File: config.mk
export PLATFORM = sky130hd
export DESIGN_NAME = dac_hold_top
export DESIGN_NICKNAME = d
export VERILOG_FILES = /design/src/rtl/dac_hold_pkg.sv /design/src/rtl/dac_fmt.sv /design/src/rtl/dac_wr_decode.sv /design/src/rtl/dac_chan.sv /design/src/rtl/dac_hold_top.sv
export SDC_FILE = /design/constraint.sdc
export NUM_CORES = 1
export LEC_CHECK = 0
export ABC_AREA = 0
export ABC_CLOCK_PERIOD_IN_PS = 1020
export BUFFER_PORTS_ARGS = -buffer_cell sky130_fd_sc_hd__buf_2
export CORE_ASPECT_RATIO = 2
export CORE_MARGIN = 3
export CORE_UTILIZATION = 48
export DETAILED_ROUTE_END_ITERATION = 8
export MAX_ROUTING_LAYER = met4
export PLACE_DENSITY = 0.82
export SLEW_MARGIN = 25
export SYNTH_ARGS = -nofsm -noshare
export SYNTH_HDL_FRONTEND = slang
export SYNTH_SLANG_ARGS = --single-unit
File: constraint.sdc
create_clock -name clk_i -period 1.02 [get_ports clk_i]
set_input_delay 0.153 -clock clk_i [delete_from_list [all_inputs] [get_ports clk_i]]
set_output_delay 0.153 -clock clk_i [all_outputs]
set_load 0.05 [all_outputs]
File: src/rtl/dac_hold_pkg.sv
package dac_hold_pkg;
  typedef enum logic [1:0] {
    FMT_R8  = 2'd0,
    FMT_R12 = 2'd1,
    FMT_L12 = 2'd2,
    FMT_RSV = 2'd3
  } dac_fmt_e;

  typedef enum logic [1:0] {
    SEL_CH0  = 2'd0,
    SEL_CH1  = 2'd1,
    SEL_DUAL = 2'd2,
    SEL_RSV  = 2'd3
  } dac_sel_e;
endpackage

File: src/rtl/dac_fmt.sv
module dac_fmt
  import dac_hold_pkg::*;
#(
  parameter int unsigned LANE_W   = 16,
  parameter int unsigned CODE_W   = 12,
  parameter int unsigned NARROW_W = 8
) (
  input  dac_fmt_e            fmt_i,
  input  logic [LANE_W-1:0]   lane_i,
  output logic [CODE_W-1:0]   code_o
);
  localparam int unsigned PAD_W = CODE_W - NARROW_W;

  always_comb begin
    unique case (fmt_i)
      FMT_R8:  code_o = {lane_i[NARROW_W-1:0], {PAD_W{1'b0}}};
      FMT_R12: code_o = lane_i[CODE_W-1:0];
      FMT_L12: code_o = lane_i[LANE_W-1 -: CODE_W];
      default: code_o = '0;
    endcase
  end
endmodule

File: src/rtl/dac_wr_decode.sv
module dac_wr_decode
  import dac_hold_pkg::*;
#(
  parameter int unsigned BUS_W    = 32,
  parameter int unsigned CODE_W   = 12,
  parameter int unsigned NARROW_W = 8,
  parameter int unsigned N_CH     = 2
) (
  input  logic                         wr_en_i,
  input  dac_sel_e                     sel_i,
  input  dac_fmt_e                     fmt_i,
  input  logic [BUS_W-1:0]             data_i,
  output logic [N_CH-1:0]              ld_o,
  output logic [N_CH-1:0][CODE_W-1:0]  code_o
);
  localparam int unsigned LANE_W = BUS_W / N_CH;

  logic fmt_ok;
  assign fmt_ok = (fmt_i != FMT_RSV);

  for (genvar c = 0; c < N_CH; c++) begin : g_ch
    logic [LANE_W-1:0] lane;
    logic              hit;

    // combined writes spread lanes across channels; single writes use lane 0
    assign lane = (sel_i == SEL_DUAL) ? data_i[c*LANE_W +: LANE_W] : data_i[LANE_W-1:0];
    assign hit  = (sel_i == SEL_DUAL) ||
                  ((c == 0) ? (sel_i == SEL_CH0) : (sel_i == SEL_CH1));
    assign ld_o[c] = wr_en_i && fmt_ok && hit;

    dac_fmt #(
      .LANE_W  (LANE_W),
      .CODE_W  (CODE_W),
      .NARROW_W(NARROW_W)
    ) u_fmt (
      .fmt_i (fmt_i),
      .lane_i(lane),
      .code_o(code_o[c])
    );
  end
endmodule

File: src/rtl/dac_chan.sv
module dac_chan #(
  parameter int unsigned CODE_W = 12
) (
  input  logic              clk_i,
  input  logic              rst_ni,
  input  logic              ld_i,
  input  logic [CODE_W-1:0] ld_code_i,
  input  logic              en_i,
  input  logic              trig_en_i,
  input  logic              trig_i,
  output logic [CODE_W-1:0] code_o
);
  logic [CODE_W-1:0] hold_q;
  logic              pend_q;
  logic              xfer;

  assign xfer = en_i && (trig_en_i ? trig_i : pend_q);

  always_ff @(posedge clk_i or negedge rst_ni) begin
    if (!rst_ni) begin
      hold_q <= '0;
      pend_q <= 1'b0;
      code_o <= '0;
    end else begin
      if (ld_i) hold_q <= ld_code_i;
      pend_q <= ld_i && en_i && !trig_en_i;
      if (!en_i)     code_o <= '0;
      else if (xfer) code_o <= hold_q;  // old hold wins on a same-edge write
    end
  end

  a_r9_disabled_zero: assert property (@(posedge clk_i) disable iff (!rst_ni)
    !en_i |=> code_o == '0);

  a_r8_trig_wait: assert property (@(posedge clk_i) disable iff (!rst_ni)
    en_i && trig_en_i && !trig_i |=> $stable(code_o));

  a_r8_trig_load: assert property (@(posedge clk_i) disable iff (!rst_ni)
    en_i && trig_en_i && trig_i |=> code_o == $past(hold_q));

  a_r7_auto_latency: assert property (@(posedge clk_i) disable iff (!rst_ni)
    ld_i && en_i && !trig_en_i ##1 en_i && !trig_en_i |=> code_o == $past(ld_code_i, 2));
endmodule

File: src/rtl/dac_hold_top.sv
module dac_hold_top
  import dac_hold_pkg::*;
#(
  parameter int unsigned BUS_W    = 32,
  parameter int unsigned CODE_W   = 12,
  parameter int unsigned NARROW_W = 8
) (
  input  logic              clk_i,
  input  logic              rst_ni,
  input  logic              wr_en_i,
  input  logic [1:0]        wr_sel_i,
  input  logic [1:0]        wr_fmt_i,
  input  logic [BUS_W-1:0]  wr_data_i,
  input  logic [1:0]        ch_en_i,
  input  logic [1:0]        trig_en_i,
  input  logic [1:0]        trig_i,
  output logic [CODE_W-1:0] dac0_code_o,
  output logic [CODE_W-1:0] dac1_code_o
);
  localparam int unsigned N_CH = 2;

  logic [N_CH-1:0]             wd_ld;
  logic [N_CH-1:0][CODE_W-1:0] wd_code;
  logic [N_CH-1:0][CODE_W-1:0] ch_code;

  dac_wr_decode #(
    .BUS_W   (BUS_W),
    .CODE_W  (CODE_W),
    .NARROW_W(NARROW_W),
    .N_CH    (N_CH)
  ) u_dec (
    .wr_en_i(wr_en_i),
    .sel_i  (dac_sel_e'(wr_sel_i)),
    .fmt_i  (dac_fmt_e'(wr_fmt_i)),
    .data_i (wr_data_i),
    .ld_o   (wd_ld),
    .code_o (wd_code)
  );

  for (genvar c = 0; c < N_CH; c++) begin : g_chan
    dac_chan #(.CODE_W(CODE_W)) u_chan (
      .clk_i    (clk_i),
      .rst_ni   (rst_ni),
      .ld_i     (wd_ld[c]),
      .ld_code_i(wd_code[c]),
      .en_i     (ch_en_i[c]),
      .trig_en_i(trig_en_i[c]),
      .trig_i   (trig_i[c]),
      .code_o   (ch_code[c])
    );
  end

  assign dac0_code_o = ch_code[0];
  assign dac1_code_o = ch_code[1];

  a_r10_rsv_ignored: assert property (@(posedge clk_i) disable iff (!rst_ni)
    (wr_fmt_i == 2'd3 || wr_sel_i == 2'd3) |-> wd_ld == '0);

  a_r5_single_one_chan: assert property (@(posedge clk_i) disable iff (!rst_ni)
    wr_en_i && wr_sel_i != 2'd2 |-> $countones(wd_ld) <= 1);

  a_r6_dual_same_edge: assert property (@(posedge clk_i) disable iff (!rst_ni)
    wd_ld == 2'b11 && ch_en_i == 2'b11 && trig_en_i == 2'b00 ##1
    ch_en_i == 2'b11 && trig_en_i == 2'b00
    |=> dac0_code_o == $past(wd_code[0], 2) && dac1_code_o == $past(wd_code[1], 2));
endmodule

==> metrics.md <==
| Metric | Value |
|---|---|
| Status | complete, but fails checks |
| Failing checks | setup timing |
| CP max stage delay | 390 ps |
| GRT Util Overall | 24.02% |
| PD cells | 1643 nW/um^2 |
| Post-Syn Instances | 248 |
| Routed Antenna Nets | 0 |
| Die width | 59.13 um |
| 1st-iter DRT viols | around 150 |
| Post-synth ARST share | 100.0% |
| Count leader, synth | dfrtp_1 |
| Clock buffer count from CTS | 5 |
| Routed Wire Length | slightly below 9 mm |
| CP required | 1200 ps |
| Initial Utilization | 49.57% |
| Startpoint Class | input port |
| Vias in the first global route | 2429 |
| Maxcap violations | 0 |
| Placed cells | 388 |
| Number of clock sinks | 50 |
| Critical path depth | 7 |
| Cell family with most CP delay | compound AO/OA/AOI/OAI gates |
| Final estimated routing congestion in global placement | 0.8083 |
| DIE AREA | around 6600 sq um |
| DR vias/cell | 5.921 |
| EDFF count, synth | 0 |
| CP arrival | 1480 ps |
| Antenna diodes | 0 |
| WHS Endpoint | g_chan[1].u_chan.pend_q |
| Clk_skew | 9.482 ps |
| Critical R2R Launch | g_chan[0].u_chan.pend_q |
| Clk_lat worst skew | 310 ps |
| PnR worst setup slack | -276.2 ps |
| RSZ-0062 raised after global routing | true |
| Actual slew at the worst max-slew pin | around 460 ps |
| Leading area contributor after synthesis | dfrtp_1 |
| CTS tree | done |
| CTS H-tree depth | 2 |
| Total nets after synthesis | 295 |
| Worst path cell trace | buf_12 > inv_12 > ha_4 > buf_4 > mux2_4 > a222oi_1 > a21oi_1 |
| Drt first pass iters | 4 |
| Hold Fails Final Rpt | 0 |
| Yosys top cell area share | 46.17% |
| Pre-CTS setup slack | -605.9 ps |
| Peak VDD IR | around 0.0015 V |
| Static leakage | 1.992 nW |
| Yosys cell types | 26 |
| HPWL Detailed | about 4.9 mm |
| FP Rows | 38 |
| Final setup TNS | -3701 ps |
| Synth area leaders | dfrtp_1, mux2i_1, mux2_2 |
| CORE AREA | between 5000 and 6000 sq um |
| Largest net degree at the start of global routing | 24 |
| Setup violations, final | 59 |
| Final Max Slew Viols | 0 |
| Port Buffers | a little under 70 |
| Crit path buf inv count | 3 |
| Reg-to-Reg End | g_chan[0].u_chan.code_o[0] |
| Post-layout min period | 1296 ps |
| Nets | 405 |
| CTS root buffer | clkbuf_8 |
| Hold path depth | 2 |
| Crit path max fanout | 6 |
| Slew Limit Headroom | 69.27% |
| R2R depth | 4 |
| Global-route wire length before repair | about 12 mm |
| Hold path start | trig_en_i[1] |
| Avg Synthesized Cell Area | 10.93 sq um |
| Period utilisation layout | 127.1% |
| Vias | 2475 |
| Worst R2R Setup Slack | -60 ps |
| WHS | about 160 ps |
| Initial antenna violation count | 0 |
| Setup CP Type | input port to flop |
| Register area | 1251 sq um |
| Drt drc | 0 |
| Chip Height | 112.3 um |
| WL/cell | around 21 um |
| Mapped cell area | 2710 sq um |
| Flops & latches, synth | 50 |
| Post-synth top cells | dfrtp_1, mux2i_1, inv_1, nand2_1, a21oi_1 |
| Hold WC Path Type | input port to flop |
| Fin cells | 418 |
| F_max | ~770 MHz |
| Area grow syn2layout | 45.52% |
| CTS Buffer Depth | 2 |
| Sequential area share after synthesis | 46.17% |
| Top_reg_cell synth | dfrtp_1 |
| Congestion Overflow GR | 0 |
| Worst Setup End Kind | flop |
| Crit-path slowest cell | a222oi_1 |
| Ys Warns | 0 |
| Io pins | 69 |
| Filler instances | 334 |
| Worst-path clk slew | roughly 90 ps |
| Share of cells above drive strength 1 | 49.16% |
| Multi-input gate area | 1410 sq um |
[sequential cells by signal, summed over array words and instances, names as in the netlist]
signal	count
g_chan.u_chan.code_o	24
g_chan.u_chan.hold_q	24
g_chan.u_chan.pend_q	2
[logic make-up after synthesis]
logic type / count (synthesis) / share of synthesized area, %
buffers and inverters: 44 / 8.495
flip-flops: 50 / 46.17
AO/OA/AOI/OAI: 50 / 12.56
AND/OR/NAND/NOR: 40 / 7.110
adder cells (fa/ha/maj): 2 / 0.9232
multiplexers: 62 / 24.75
[power by group]
| part | internal [W] | switching (W) | total (W) |
|---|---|---|---|
| clock | 0.000786 | 0.000674 | 0.00146 |
| combinational | 0.00108 | 0.00133 | 0.00241 |
| sequential | 0.00235 | 0.000258 | 0.00261 |
| total | 0.00422 | 0.00226 | 0.00648 |
[cell usage in the layout, fill, tap and decap left out, types with 2 or more instances in the layout]
cell type	synthesis	routed
inv_1	26	25
o21ai_0	4	4
nor2b_1	6	5
mux2_2	23	8
o2bb2ai_1	4	4
and3b_1	2	2
nand3b_1	4	4
a22o_1	4	4
mux2i_2	0	4
ha_4	0	2
a21oi_1	24	18
mux2i_1	34	30
a222oi_1	8	8
buf_2	6	42
a22oi_2	0	4
a21oi_2	0	6
buf_6	5	31
o21a_4	0	2
buf_4	1	40
dfrtp_1	50	50
nand2_1	26	26
buf_12	1	5
mux2_4	4	20
clkbuf_8	0	6
[repair_timing]
action / in CTS / in global routing
hold buffers: 1 / 0
pin swaps: 14 / 15
setup buffers: 10 / 12
hold endpoints to repair: 50 / 0
gates cloned: 0 / 1
endpoints found under the setup margin: 49 / 72
gates resized for setup: 66 / 33
[stage by stage]
| step | cell area, sq um | power [W] | util, % |
|---|---|---|---|
| floorplan | 2751 | 0.003845 | - |
| global placement | 3301 | 0.004360 | 60.37 |
| detailed placement | 3301 | 0.004422 | 60.37 |
| CTS | 3712 | 0.006181 | 67.89 |
| global route | 3944 | 0.006744 | 72.13 |
| finish | 3944 | 0.006478 | 72.13 |
[final cells by class]
class,count,share of cell area [%]
tap,60,1.904
timing repair buffer,120,24.97
inverter,26,2.792
clock inverter,1,0.7614
sequential,50,31.73
clock buffer,6,2.094
multi-input combinational,155,35.76
[worst max-delay path by stage]
| stage | startpoint | end |
|---|---|---|
| finish | wr_sel_i[0] | g_chan[1].u_chan.hold_q[8] |
| global route | wr_sel_i[0] | g_chan[1].u_chan.hold_q[10] |
| CTS | wr_sel_i[1] | g_chan[1].u_chan.hold_q[9] |
| global placement | wr_fmt_i[0] | g_chan[1].u_chan.hold_q[5] |
| floorplan | wr_sel_i[0] | g_chan[1].u_chan.hold_q[8] |
| detailed placement | wr_fmt_i[0] | g_chan[1].u_chan.hold_q[3] |
[routing by layer]
metal / up-vias / wire length (um) / GRT usage [%] / share of wire (%)
li1: 1080 / - / - / -
met1: 1235 / 2974 / 25.11 / 34
met2: 125 / 4848 / 43.35 / 55
met3: 35 / 401 / 2.532 / 4.6
met4: 0 / 574 / 10.44 / 6.5
met5: - / 0 / - / 0
Power figures use the tool's default switching activity.
